==> src/rtl/cla_pkg.sv <==
package cla_pkg;

    parameter int unsigned CLA_WIDTH_DEF = 16;
    parameter int unsigned CLA_SLICE_DEF = 4;

    typedef struct packed {
        logic cout;
        logic ovf;
    } cla_flags_t;

endpackage

==> src/rtl/cla_lookahead.sv <==
// Flat lookahead over N propagate/generate pairs.
// carry_d[k] is the carry entering position k (carry_d[0] is cin).
// grp_p_d / grp_g_d summarise all N positions.
module cla_lookahead #(
    parameter int unsigned N = 4
) (
    input  logic [N-1:0] prop,
    input  logic [N-1:0] gen,
    input  logic         cin,
    output logic [N-1:0] carry_d,
    output logic         grp_p_d,
    output logic         grp_g_d
);

    logic term;

    always_comb begin
        carry_d = '0;
        carry_d[0] = cin;
        // carry into position k+1: every product is an AND of inputs only
        for (int k = 0; k < N - 1; k++) begin
            term = cin;
            for (int i = 0; i <= k; i++) term = term & prop[i];
            carry_d[k+1] = term;
            for (int j = 0; j <= k; j++) begin
                term = gen[j];
                for (int i = j + 1; i <= k; i++) term = term & prop[i];
                carry_d[k+1] = carry_d[k+1] | term;
            end
        end
        grp_p_d = &prop;
        grp_g_d = 1'b0;
        for (int j = 0; j < N; j++) begin
            term = gen[j];
            for (int i = j + 1; i < N; i++) term = term & prop[i];
            grp_g_d = grp_g_d | term;
        end
    end

endmodule

==> src/rtl/cla_slice.sv <==
// One lookahead slice: bit-level P/G, flat internal carries, sums,
// and a slice-wide P/G pair for the second level.
module cla_slice #(
    parameter int unsigned SW = 4
) (
    input  logic [SW-1:0] opa,
    input  logic [SW-1:0] opb,
    input  logic          cin,
    output logic [SW-1:0] sum_d,
    output logic          sp_d,
    output logic          sg_d
);

    logic [SW-1:0] bit_p_d;
    logic [SW-1:0] bit_g_d;
    logic [SW-1:0] bit_c_d;

    assign bit_p_d = opa ^ opb;
    assign bit_g_d = opa & opb;

    cla_lookahead #(.N(SW)) u_look (
        .prop    (bit_p_d),
        .gen     (bit_g_d),
        .cin     (cin),
        .carry_d (bit_c_d),
        .grp_p_d (sp_d),
        .grp_g_d (sg_d)
    );

    assign sum_d = bit_p_d ^ bit_c_d;

endmodule

==> src/rtl/cla_addsub.sv <==
module cla_addsub
    import cla_pkg::*;
#(
    parameter int unsigned WIDTH = CLA_WIDTH_DEF,
    parameter int unsigned SLICE = CLA_SLICE_DEF
) (
    input  logic [WIDTH-1:0] a,
    input  logic [WIDTH-1:0] b,
    input  logic             sub,
    input  logic             cin_ext,
    output logic [WIDTH-1:0] sum,
    output logic             cout,
    output logic             ovf
);

    localparam int unsigned NSLICE = WIDTH / SLICE;
    localparam int unsigned MSB    = WIDTH - 1;

    logic [WIDTH-1:0]  b_eff_d;
    logic              c0_d;
    logic [NSLICE-1:0] sl_p_d;
    logic [NSLICE-1:0] sl_g_d;
    logic [NSLICE-1:0] sl_c_d;
    logic              top_p_d;
    logic              top_g_d;
    logic [WIDTH-1:0]  sum_d;
    cla_flags_t        flags_d;

    // subtract: invert b and force the incoming carry high
    assign b_eff_d = b ^ {WIDTH{sub}};
    assign c0_d    = sub | cin_ext;

    for (genvar s = 0; s < NSLICE; s++) begin : g_slice
        cla_slice #(.SW(SLICE)) u_slice (
            .opa   (a[s*SLICE +: SLICE]),
            .opb   (b_eff_d[s*SLICE +: SLICE]),
            .cin   (sl_c_d[s]),
            .sum_d (sum_d[s*SLICE +: SLICE]),
            .sp_d  (sl_p_d[s]),
            .sg_d  (sl_g_d[s])
        );
    end

    // second-level unit: carries into every slice from slice P/G and c0
    cla_lookahead #(.N(NSLICE)) u_level2 (
        .prop    (sl_p_d),
        .gen     (sl_g_d),
        .cin     (c0_d),
        .carry_d (sl_c_d),
        .grp_p_d (top_p_d),
        .grp_g_d (top_g_d)
    );

    always_comb begin
        flags_d.cout = top_g_d | (top_p_d & c0_d);
        // carry into the sign bit recovered as p ^ s at that position
        flags_d.ovf  = flags_d.cout ^ (a[MSB] ^ b_eff_d[MSB] ^ sum_d[MSB]);
    end

    assign sum  = sum_d;
    assign cout = flags_d.cout;
    assign ovf  = flags_d.ovf;

endmodule

==> config.mk <==
export PLATFORM = sky130hd
export DESIGN_NAME = cla_addsub
export DESIGN_NICKNAME = d
export VERILOG_FILES = /design/src/rtl/cla_pkg.sv /design/src/rtl/cla_lookahead.sv /design/src/rtl/cla_slice.sv /design/src/rtl/cla_addsub.sv
export SDC_FILE = /design/constraint.sdc
export NUM_CORES = 1
export LEC_CHECK = 0
export BUFFER_PORTS_ARGS = -buffer_cell sky130_fd_sc_hd__buf_2
export CAP_MARGIN = 20
export CORE_ASPECT_RATIO = 0.9
export CORE_MARGIN = 5
export CORE_UTILIZATION = 40
export DETAILED_ROUTE_END_ITERATION = 8
export MAX_ROUTING_LAYER = met4
export PLACE_DENSITY = 0.78
export RECOVER_POWER = 100
export SLEW_MARGIN = 20
export SYNTH_ARGS = -nofsm -noshare
export SYNTH_HDL_FRONTEND = slang
export SYNTH_HIERARCHICAL = 1
export SYNTH_SLANG_ARGS = --single-unit
==> constraint.sdc <==
create_clock -name vclk -period 2.7
set_input_delay 0.135 -clock vclk [all_inputs]
set_output_delay 0.135 -clock vclk [all_outputs]
set_load 0.005 [all_outputs]
==> Word level (Yosys, flattened, before mapping) <==
Cells that the tools add are included.
{ "word_totals": {"reg_bits": 0, "latch_bits": 0, "ram_bits": 0, "romBits": 0, "input_bits": 34, "elab_cells": 114, "n_memories": 0} }
{ "op_classes": {"add_sub_neg": 0, "mul": 0, "n_div": 0, "order_cmp": 0, "eq_ne": 0, "n_shift": 0, "mux": 0, "bitwise_logic": 109, "reduce_logical": 5} }
{ "op_table": {"columns": ["operator", "n"], "rows": [
  ["$or A1 B1 Y1", 47],
  ["$and A1 B1 Y1", 46],
  ["$xor A4 B4 Y4", 8],
  ["$and A4 B4 Y4", 4],
  ["$reduce_and A16 Y1", 1],
  ["$reduce_and A4 Y1", 4],
  ["$xor A16 B16 Y16", 1],
  ["$xor A1 B1 Y1", 3]
]} }

==> Longest topological paths before layout <==
Gate-level depths: netlist of run 1.
{ "logic_depth": {"depth_word": 22, "mapped_depth": 14} }

==> Modules after synthesis <==
The synthesis of run 1 kept the hierarchy.
{ "modules_own_cells": {"columns": ["mod", "instances", "cells_per_inst", "area_each_um2", "seq_area_each_um2"], "rows": [
  ["cla_slice", 4, 8, 85.1, 0.0],
  ["cla_lookahead", 5, 13, 67.6, 0.0],
  ["cla_addsub", 1, 23, 203.9, 0.0]
]} }

==> Worst setup path after synthesis of run 1 <==
No wires, ideal clock.
{ "synth_timing": {"path_type": "input port to output port", "from": "in sub", "to": "out ovf", "arrival_time_ns": 2.541, "t_required_ns": 2.565, "path_slack_ns": 0.024, "cell_stages": 14, "n_path_buf": 2, "path_cell_list": "buf_6 > buf_2 > xor2_1 > ha_1 > nand2_1 > nor2_1 > nand2_1 > o21ai_0 > a21oi_2 > o21ai_0 > xor2_1 > xor2_1 > xnor2_1 > xnor2_1"} }
{ "synth_rtl": {"columns": ["item", "line", "rtl"], "rows": [
  ["start: declaration", "cla_addsub.sv:9", "input logic sub,"],
  ["$xor A16 B16 Y16 *", "cla_addsub.sv:30", "assign b_eff_d = b ^ {WIDTH{sub}};"],
  ["net b_eff_d[5]", "cla_addsub.sv:19", "logic [WIDTH-1:0] b_eff_d;"],
  ["$xor A4 B4 Y4 *", "cla_slice.sv:18", "assign bit_p_d = opa ^ opb;"],
  ["net g_slice[1].u_slice.bit_p_d[1]", "cla_slice.sv:14", "logic [SW-1:0] bit_p_d;"],
  ["$reduce_and A4 Y1 *", "cla_lookahead.sv:31", "grp_p_d = &prop;"],
  ["net sl_p_d[1]", "cla_addsub.sv:21", "logic [NSLICE-1:0] sl_p_d;"],
  ["$and A1 B1 Y1, on equally long branches (2 in series)", "cla_lookahead.sv:23, cla_lookahead.sv:27", null],
  ["$or A1 B1 Y1 * (3 in series)", "cla_lookahead.sv:28", "carry_d[k+1] = carry_d[k+1] | term;"],
  ["net sl_c_d[3]", "cla_addsub.sv:23", "logic [NSLICE-1:0] sl_c_d;"],
  ["$and A1 B1 Y1 * (3 in series)", "cla_lookahead.sv:23", "for (int i = 0; i <= k; i++) term = term & prop[i];"],
  ["$or A1 B1 Y1 * (3 in series)", "cla_lookahead.sv:28", null],
  ["net g_slice[3].u_slice.bit_c_d[3]", "cla_slice.sv:16", "logic [SW-1:0] bit_c_d;"],
  ["$xor A4 B4 Y4 *", "cla_slice.sv:30", "assign sum_d = bit_p_d ^ bit_c_d;"],
  ["net sum[15]", "cla_addsub.sv:11", "output logic [WIDTH-1:0] sum,"],
  ["$xor A1 B1 Y1 * (2 in series)", "cla_addsub.sv:57", "flags_d.ovf = flags_d.cout ^ (a[MSB] ^ b_eff_d[MSB] ^ sum_d[MSB]);"],
  ["end: declaration", "cla_addsub.sv:13", "output logic ovf"]
]} }
The timed path passes the listed nets; every way through them passes the cells marked *.

==> Worst setup path in the final report of run 1 <==
{ "layout_timing": {"from": "in sub", "to": "out ovf"} }
{ "layout_rtl": {"columns": ["item", "line", "rtl"], "rows": [
  ["$xor A16 B16 Y16 *", "cla_addsub.sv:30", null],
  ["net b_eff_d[3]", "cla_addsub.sv:19", null],
  ["$xor A4 B4 Y4 *", "cla_slice.sv:18", null],
  ["net g_slice[0].u_slice.bit_p_d[3]", "cla_slice.sv:14", null],
  ["$and A1 B1 Y1", "cla_lookahead.sv:35", "for (int i = j + 1; i < N; i++) term = term & prop[i];"],
  ["$or A1 B1 Y1", "cla_lookahead.sv:36", "grp_g_d = grp_g_d | term;"],
  ["$or A1 B1 Y1 * (2 in series)", "cla_lookahead.sv:36", null],
  ["net sl_g_d[0]", "cla_addsub.sv:22", "logic [NSLICE-1:0] sl_g_d;"],
  ["$and A1 B1 Y1 * (2 in series)", "cla_lookahead.sv:27", "for (int i = j + 1; i <= k; i++) term = term & prop[i];"],
  ["$or A1 B1 Y1 * (3 in series)", "cla_lookahead.sv:28", null],
  ["net sl_c_d[3]", "cla_addsub.sv:23", null],
  ["$and A1 B1 Y1 * (3 in series)", "cla_lookahead.sv:23", null],
  ["$or A1 B1 Y1 * (3 in series)", "cla_lookahead.sv:28", null],
  ["net g_slice[3].u_slice.bit_c_d[3]", "cla_slice.sv:16", null],
  ["$xor A4 B4 Y4 *", "cla_slice.sv:30", null],
  ["$xor A1 B1 Y1 * (2 in series)", "cla_addsub.sv:57", null]
]} }
Marks and branches as above.

==> results of run 1 <==
## through the flow
step | util (%) | instances | hold slack [ns] | power [mW] | setup WS, ns
2_1_floorplan | - | 120 | 0.519 | 0.278 | 0.0237
3_3_place_gp | 58.7 | 210 | 0.732 | 0.455 | -0.143
3_5_place_dp | 58.7 | 210 | 0.738 | 0.471 | -0.244
4_1_cts | 59.2 | 211 | 0.747 | 0.483 | 0.0488
5_1_grt | 60.9 | 215 | 0.774 | 0.554 | -0.00531
6_report | 60.9 | 215 | 0.738 | 0.501 | 0.167
## Yosys cell counts
cell	count
a21oi_2	5
buf_2	1
or2_1	1
inv_2	5
buf_6	1
o21ai_0	10
xor2_2	1
buf_4	5
xnor2_1	2
a21oi_1	15
nor2_1	5
a21o_1	6
nand2_1	15
ha_1	16
xor2_1	32
## critical path: cells and delay by family
family          cells  cell delay (ns)
buf+inv             2             0.27
fa+ha+maj           1             0.33
simple gates        1             0.07
xor+xnor            5             0.88
compound gates      5             0.71
## what timing repair did
item | in CTS | in global routing
gates resized for setup | 5 | 4
cloned | 0 | 0
setup endpoints to repair | 1 | 1
setup buffers | 1 | 4
pin swaps | 1 | 6
## per-layer routing
layer / vias to the layer above / GRT usage [%] / part of all wire [%] / wire length, µm
li1: 538 / - / - / -
met1: 483 / 15.2 / 37 / 969
met2: 34 / 33.8 / 56 / 1450
met3: 2 / 0.708 / 6.0 / 156
met4: 0 / 3.32 / 0.73 / 19
met5: - / - / 0 / 0
## area by class of cell
class,instances,area (µm²)
multi-input combinational,108,816
fill,190,837
tap,27,33.8
timing repair buffer,75,437
inverter,5,18.8
## power breakdown
part	internal (mW)	switching, mW
Combinational	0.262	0.239
Clock	0	0
Sequential	0	0
## worst max path at each step
stage,startpoint,end,slack (ns)
final,sub,ovf,0.17
after global routing,sub,ovf,-0.005
after CTS,sub,ovf,0.05
after detailed placement,sub,ovf,-0.24
after global placement,sub,ovf,-0.14
after floorplan,sub,ovf,0.02
## logic make-up (layout without fill, tap and decap cells)
| family | after synthesis | in the layout | synth area share, % |
|---|---|---|---|
| buffers and inverters | 12 | 80 | 8.23 |
| AND/OR/NAND/NOR | 21 | 21 | 9.22 |
| AO/OA/AOI/OAI | 36 | 36 | 24.3 |
| adder cells (fa/ha/maj) | 16 | 16 | 22.7 |
| XOR/XNOR | 35 | 35 | 35.6 |
==> key figures, run 1 <==
Finish
  – Most common cell after layout, fill and taps aside: buf_2
  – Nets: 240
  – Number of clock buffers in the layout: 0
  – Synth-to-layout area growth: 47.9%
  – Fin area: about 0.0013 mm²
  – Seq_cells: 0
  – FF/Latch Area: 0 µm²
  – Share of layout cells above drive strength 1: a little under half
  – Most frequent cells in the layout: 49 x buf_2, 32 x xor2_1, 23 x buf_4
  – Antenna diodes: 0

Global routing
  – Overflow after GRT: 0
  – Largest net degree at the start of global routing: 15
  – GRT Total Usage: about 16%
  – First-pass GRT wire length: ~4000 µm
  – Number of global-route vias before repair: 1086
  – Antenna violations before repair: 0

Power
  – Max rail drop VDD: 0.212 mV
  – Pwr Density: 384 mW/mm²
  – Static leakage: approximately 0.73 nW

Yosys
  – Syn avg cell area: ~7.4 µm²
  – Synth Cell Area: roughly 900 µm²
  – Area contributors post-synth: xor2_1 32%, ha_1 23%, a21oi_1 8.5%
  – Area leader, netlist: xor2_1
  – Register area share after synthesis: 0%
  – Yosys warns: 6
  – Mapped Cells: between 100 and 150
  – Number of distinct library cells after synthesis: 15
  – Mapped Nets: 170
  – Yosys top cell area share: 31.8%

Timing
  – Worst slew pin tran: 0.341 ns
  – FMAX: just under 400 MHz
  – Min Tclk post-route: ~2.5 ns
  – Slew Limit Fails: 0
  – Setup violators final: 0
  – Period utilization: roughly 94%
  – Setup TNS Final: 0 ns
  – Hold Vio Cnt, Final: 0
  – Slew headroom: slightly below 80%

Critical path
  – Critical Path Max Stage Delay: between 0.3 and 0.4 ns
  – Slowest-stage cell, CP: ha_1
  – WP data required: roughly 2.6 ns
  – CP startpoint kind: input pin
  – Critical Path Sink Type: primary output
  – Worst path cell trace: buf_6 > xor2_1 > ha_1 > nand2_1 > o21ai_1 > a21oi_2 > o21ai_2 > a21oi_2 > o21ai_1 > xor2_1 > xor2_1 > xnor2_1 > xnor2_1 > buf_2
  – Worst Path Max Fanout: 14
  – Crit path kind: input pin to primary output
  – Critical path arrival: between 2 and 2.5 ns
  – Most used cell along the critical path: xor2_1

Routing
  – Vias: ~1100
  – WL/cell: ~12 µm
  – Post-DRT Antenna Nets: 0
  – Final wirelength: 2590 µm
  – Drt pass-1 iters: 4
  – Residual DRC: 0
  – DRT iter0 DRCs: 9
  – Post-DR vias/cell: 4.92

Hold path
  – Hold Crit Start: cin_ext
  – Worst Hold End: sum[0]
  – Hold Path Depth: 4
  – Worst hold path class: input pin to primary output

Place
  – GPL Wtd Cong: slightly above 0.8
  – Port bufs: 52
  – Area after DPL: between 0.001 and 0.0015 mm²
  – DP HPWL: 2280 µm

Run status
  – Outcome: finished, final reports clean

Floorplanning
  – Width of the die: ~60 µm
  – Die Span Y: approximately 55 µm
  – Die area: roughly 0.0032 mm²
  – Top Ports: 52
  – Row cnt: 16
  – Initial Utilization: ~41%
  – Core footprint: 0.00214 mm²

Run
  – Max_cap viols: 0

Clocking
  – # hold bufs at CTS: 0
No activity file was read; power rests on OpenSTA's default activity.
==> run 2, diff against run 1 <==
--- a/config.mk
+++ b/config.mk
@@ -5,14 +5,14 @@
 export SDC_FILE = /design/constraint.sdc
 export NUM_CORES = 1
 export LEC_CHECK = 0
-export BUFFER_PORTS_ARGS = -buffer_cell sky130_fd_sc_hd__buf_2
 export CAP_MARGIN = 20
 export CORE_ASPECT_RATIO = 0.9
 export CORE_MARGIN = 5
 export CORE_UTILIZATION = 40
 export DETAILED_ROUTE_END_ITERATION = 8
+export DONT_BUFFER_PORTS = 1
 export MAX_ROUTING_LAYER = met4
-export PLACE_DENSITY = 0.78
+export PLACE_DENSITY = 0.57
 export RECOVER_POWER = 100
 export SLEW_MARGIN = 20
 export SYNTH_ARGS = -nofsm -noshare
==> run 2 against run 1 <==
First-iteration DRC count unchanged. Sequential share of layout area unchanged. Setup slack improved by 0.097 ns. Design area down 34%. Maximum frequency grew 4.0%. Worst hold slack got worse by 0.22 ns. Total power shrank 39%. Critical path depth down 2. Global-route usage is 4.2 points lower. Final cell count is 34% lower. Routed wire length is 26% lower. Critical endpoint unchanged.
==> key figures, run 2 (same netlist as run 1, synthesis figures left out) <==
Global routing
  – GRT busiest layer: met2 (unchanged)
  – Number of global-route vias before repair: 741 (was 1086)
  – Met2 usage: 22.2% (was 33.8%)
  – Met1 Usage GRT: 12.8% (was 15.2%)
  – GR Util met3: 2.59% (was 0.708%)
  – First-pass GRT wire length: 2960 µm (was 3990 µm)
  – Largest net degree at the start of global routing: 18 (was 15)
  – Overflow after GRT: 0 (unchanged)
  – GRT Total Usage: 11.5% (was 15.7%)
  – Antenna violations before repair: 0 (unchanged)

Finish
  – Nets: 167 (was 240)
  – Cell Count, Final, Fillers Out: 142 (was 215)
  – Most frequent cells in the layout: 32 x xor2_1, 19 x a21oi_1, 16 x ha_1 (was 49 x buf_2, 32 x xor2_1, 23 x buf_4)
  – Antenna diodes: 0 (unchanged)
  – FF/Latch Area: 0 µm² (unchanged)
  – Share of layout cells above drive strength 1: 4.35% (was 45.7%)
  – Number of clock buffers in the layout: 0 (unchanged)
  – Synth-to-layout area growth: -1.84% (was 47.9%)
  – Most common cell after layout, fill and taps aside: xor2_1 (was buf_2)
  – Fin area: 866 µm² (was 0.00131 mm²)
  – Seq_cells: 0 (unchanged)
  – Final core utilization: 40.4% (was 60.9%)

Place
  – Area after DPL: 877 µm² (was 0.00126 mm²)
  – Port bufs: 0 (was 52)
  – Placed cells: 142 (was 210)
  – DP HPWL: 1720 µm (was 2280 µm)
  – Post-Place Worst Slack: 0.0540 ns (was -0.244 ns)
  – GPL Wtd Cong: 0.786 (was 0.813)

Power
  – Pwr Density: 350 mW/mm² (was 384 mW/mm²)
  – Tot Pwr: 0.303 mW (was 0.501 mW)
  – Max rail drop VDD: 0.180 mV (was 0.212 mV)
  – Clock network power share: 0% (about the same)
  – P_sw: 0.175 mW (was 0.239 mW)
  – Static leakage: 0.418 nW (was 0.734 nW)
  – Flop pwr share: 0% (about the same)
  – Switching part of the total: 57.6% (was 47.7%)
  – Internal: 0.128 mW (was 0.262 mW)
  – Part of the power in combinational logic: 100.0% (about the same)

Routing
  – Final wirelength: 1920 µm (was 2590 µm)
  – Post-DR vias/cell: 5.25 (was 4.92)
  – Drt pass-1 iters: 4 (unchanged)
  – Vias: 746 (was 1057)
  – DRT iter0 DRCs: 9 (unchanged)
  – WL/cell: 13.5 µm (was 12.1 µm)
  – Post-DRT Antenna Nets: 0 (unchanged)
  – Residual DRC: 0 (unchanged)

Timing
  – Worst hold margin: 0.523 ns (was 0.738 ns)
  – Setup TNS Final: 0 ns (unchanged)
  – RSZ-0062 raised after global routing: no
  – Slew headroom: 80.9% (was 77.0%)
  – FMAX: 411 MHz (was 395 MHz)
  – Worst slew pin tran: 0.283 ns (was 0.341 ns)
  – Period utilization: 90.2% (was 93.8%)
  – Hold Vio Cnt, Final: 0 (unchanged)
  – Slew Limit Fails: 0 (unchanged)
  – Setup violators final: 0 (unchanged)
  – Post-route worst setup slack: 0.264 ns (was 0.167 ns)
  – Min Tclk post-route: 2.44 ns (was 2.53 ns)

Hold path
  – Worst hold path class: input pin to primary output (unchanged)
  – Hold Path Depth: 2 (was 4)
  – Hold Crit Start: a[8] (was cin_ext)

Run status
  – Outcome: finished, final reports clean (unchanged)

Critical path
  – WP data required: 2.57 ns (about the same)
  – CP startpoint: sub (unchanged)
  – Critical path arrival: 2.30 ns (was 2.40 ns)
  – Critical Path Sink Type: primary output (unchanged)
  – CP startpoint kind: input pin (unchanged)
  – Worst Path Max Fanout: 17 (was 14)
  – Crit path kind: input pin to primary output (unchanged)

Run
  – Max_cap viols: 0 (unchanged)

Floorplanning
  – Die Span Y: 54.6 µm (unchanged)
  – Width of the die: 59.5 µm (unchanged)
  – Row cnt: 16 (unchanged)
  – Die area: 0.00325 mm² (unchanged)
  – Core footprint: 0.00214 mm² (unchanged)
  – Top Ports: 52 (unchanged)
  – Initial Utilization: 41.2% (unchanged)

Clocking
  – Post-CTS Setup Inserts: 0 (was 1)
[run 2: final timing paths]
check     end  slack [ns]
max       ovf        0.26
min    sum[8]        0.52
[run 2: critical path, stage by stage]
cell	delay [ns]
xor2_1	0.14
ha_1	0.34
a21oi_1	0.08
o21ai_0	0.27
a21oi_2	0.08
o21ai_2	0.18
a21oi_1	0.11
o21ai_0	0.21
xor2_1	0.24
xor2_1	0.19
xnor2_1	0.15
xnor2_1	0.17
[run 2: per-layer routing]
metal	wire (µm)	up-vias	part of all wire, %
met3	195	0	10
met1	771	326	40
li1	-	392	-
met2	954	28	50
met5	0	-	0
met4	0	0	0
[run 2: what timing repair did]
item / CTS / global route
hold buffers: 0 / 0
endpoints found under the setup margin: 0 / 1
resized for setup: 0 / 2
[run 2: area by class of cell]
| cell class | count | area (µm²) |
|---|---|---|
| fillers | 253 | 1280 |
| inverters | 5 | 18.8 |
| multi-input cells | 108 | 798 |
| well taps | 27 | 33.8 |
| repair buffers | 2 | 15.0 |
[run 2: power by group through the flow]
stage                     registers [mW]  clock network, mW  logic, mW
after global placement                 0                  0      0.312
after global routing                   0                  0      0.345
final                                  0                  0      0.303
after CTS                              0                  0      0.318
after floorplan                        0                  0      0.278
after detailed placement               0                  0      0.316
==> run 3, diff against run 2 <==
--- a/config.mk
+++ b/config.mk
@@ -6,13 +6,15 @@
 export NUM_CORES = 1
 export LEC_CHECK = 0
 export CAP_MARGIN = 20
+export CELL_PAD_IN_SITES_DETAIL_PLACEMENT = 1
+export CELL_PAD_IN_SITES_GLOBAL_PLACEMENT = 1
 export CORE_ASPECT_RATIO = 0.9
 export CORE_MARGIN = 5
 export CORE_UTILIZATION = 40
 export DETAILED_ROUTE_END_ITERATION = 8
 export DONT_BUFFER_PORTS = 1
 export MAX_ROUTING_LAYER = met4
-export PLACE_DENSITY = 0.57
+export PLACE_DENSITY = 0.79
 export RECOVER_POWER = 100
 export SLEW_MARGIN = 20
 export SYNTH_ARGS = -nofsm -noshare
==> run 3 against run 2 <==
Largest cell class unchanged. Die area unchanged. Total power increased by 6.9%. Non-clock buffer count increased by 2. Core utilization increased by 0.99 points. Highest routed layer unchanged.
==> key figures, run 3 (same netlist as run 1, synthesis figures left out) <==
Floorplanning
  – Top Ports: 52 (unchanged)
  – Width of the die: 59.5 µm (unchanged)
  – Die Span Y: 54.6 µm (unchanged)
  – Initial Utilization: 41.2% (unchanged)
  – Die area: 0.00325 mm² (unchanged)
  – Row cnt: 16 (unchanged)
  – Core footprint: 0.00214 mm² (unchanged)

Finish
  – Most common cell after layout, fill and taps aside: xor2_1 (unchanged)
  – Number of clock buffers in the layout: 0 (unchanged)
  – Seq_cells: 0 (unchanged)
  – Antenna diodes: 0 (unchanged)
  – Most frequent cells in the layout: 32 x xor2_1, 18 x a21oi_1, 16 x ha_1 (was 32 x xor2_1, 19 x a21oi_1, 16 x ha_1)
  – Share of layout cells above drive strength 1: 7.69% (was 4.35%)
  – Fill cells: 280 (was 253)
  – Synth-to-layout area growth: 0.567% (was -1.84%)
  – FF/Latch Area: 0 µm² (unchanged)
  – Nets: 169 (was 167)

Global routing
  – Overflow after GRT: 0 (unchanged)
  – Antenna violations before repair: 0 (unchanged)
  – Largest net degree at the start of global routing: 18 (unchanged)
  – Number of global-route vias before repair: 814 (was 741)
  – First-pass GRT wire length: 3460 µm (was 2960 µm)
  – GRT Total Usage: 13.4% (was 11.5%)

Hold path
  – Worst hold path class: input pin to primary output (unchanged)

Timing
  – Worst hold margin: 0.525 ns (was 0.523 ns)
  – Period utilization: 87.5% (was 90.2%)
  – Worst slew pin tran: 0.260 ns (was 0.283 ns)
  – FMAX: 423 MHz (was 411 MHz)
  – Setup TNS Final: 0 ns (unchanged)
  – Min Tclk post-route: 2.36 ns (was 2.44 ns)
  – Slew headroom: 82.5% (was 80.9%)
  – RSZ-0062 raised after global routing: no (unchanged)
  – Setup violators final: 0 (unchanged)
  – Hold Vio Cnt, Final: 0 (unchanged)
  – Slew Limit Fails: 0 (unchanged)
  – Post-route worst setup slack: 0.337 ns (was 0.264 ns)

Routing
  – Drt pass-1 iters: 2 (was 4)
  – Residual DRC: 0 (unchanged)
  – DRT iter0 DRCs: 3 (was 9)
  – Vias: 776 (was 746)
  – Final wirelength: 2140 µm (was 1920 µm)
  – Post-DRT Antenna Nets: 0 (unchanged)
  – Post-DR vias/cell: 5.39 (was 5.25)
  – WL/cell: 14.9 µm (was 13.5 µm)

Power
  – Flop pwr share: 0% (about the same)
  – Internal: 0.140 mW (was 0.128 mW)
  – Static leakage: 0.433 nW (was 0.418 nW)
  – Pwr Density: 365 mW/mm² (was 350 mW/mm²)
  – Max rail drop VDD: 0.171 mV (was 0.180 mV)
  – Clock network power share: 0% (about the same)
  – Switching part of the total: 56.9% (was 57.6%)
  – Part of the power in combinational logic: 100.0% (about the same)
  – P_sw: 0.184 mW (was 0.175 mW)

Place
  – GPL Wtd Cong: 0.791 (was 0.786)
  – Port bufs: 0 (unchanged)
  – Post-Place Worst Slack: 0.124 ns (was 0.0540 ns)
  – DP HPWL: 1910 µm (was 1720 µm)

Critical path
  – Most used cell along the critical path: xor2_1 (unchanged)
  – Slowest-stage cell, CP: ha_1 (unchanged)
  – Critical Path Sink Type: primary output (unchanged)
  – CP delay by family, top: XOR/XNOR gates (was compound AO/OA/AOI/OAI gates)
  – Critical Path Max Stage Delay: 0.33 ns (was 0.34 ns)
  – Crit path kind: input pin to primary output (unchanged)
  – Worst path cell trace: xor2_1 > ha_1 > a21oi_1 > o21ai_1 > a21oi_1 > o21ai_2 > a21oi_2 > o21ai_0 > xor2_1 > xor2_1 > xnor2_1 > xnor2_1 (was xor2_1 > ha_1 > a21oi_1 > o21ai_0 > a21oi_2 > o21ai_2 > a21oi_1 > o21ai_0 > xor2_1 > xor2_1 > xnor2_1 > xnor2_1)
  – Critical path arrival: 2.23 ns (was 2.30 ns)
  – CP startpoint kind: input pin (unchanged)
  – WP data required: 2.57 ns (about the same)
  – Worst Path Max Fanout: 17 (unchanged)
  – CP bufs+invs: 0 (unchanged)

Clocking
  – # hold bufs at CTS: 0 (unchanged)

Run
  – Max_cap viols: 0 (unchanged)

Run status
  – Outcome: finished, final reports clean (unchanged)
[run 3: cell count changes in the layout (fill, tap and decap cells not counted)]
cell and change:
a21oi_1 -1, a21oi_2 +1, buf_4 +3, clkbuf_4 -1, clkinv_1 -1, inv_1 +1, nor2_1 -1, nor2_2 +1
o21ai_0 -2, o21ai_1 +2
[run 3: final cells by class]
cell class,count,area (µm²),area share [%]
Inverter,5,18.8,2.12
Timing Repair Buffer,4,30.0,3.39
Multi-Input combinational cell,108,805,90.7
Tap cell,27,33.8,3.81
[run 3: stage by stage]
| stage | instance area, µm² | power, mW | util [%] | instances |
|---|---|---|---|---|
| global route | 887 | 0.367 | 41.4 | 144 |
| finish | 887 | 0.324 | 41.4 | 144 |
| CTS | 885 | 0.329 | 41.3 | 143 |
| floorplan | 882 | 0.278 | - | 120 |
| detailed placement | 885 | 0.327 | 41.3 | 143 |
| global placement | 885 | 0.316 | 41.3 | 143 |
[run 3: layer usage]
metal	GRT usage, %	share of wire (%)	up-vias
met2	25.5	53	25
li1	-	-	398
met1	16.0	40	353
met4	0.738	0	0
met3	1.18	6.6	0
met5	-	0	-
[run 3: power by group through the flow]
stage	registers [mW]	clock network, mW	logic, mW
2_1_floorplan	0	0	0.278
3_3_place_gp	0	0	0.316
3_5_place_dp	0	0	0.327
4_1_cts	0	0	0.329
5_1_grt	0	0	0.367
6_report	0	0	0.324
[run 3: worst paths after layout]
| kind | start | endpoint | slack, ns | cells past startpoint |
|---|---|---|---|---|
| worst max-delay path | sub | ovf | 0.34 | 12 |
| worst min-delay path | a[8] | sum[8] | 0.52 | 2 |
[run 3: what timing repair did]
item	4_1_cts	5_1_grt
endpoints found under the setup margin	0	1
buffers inserted	0	1
resized for setup	0	5
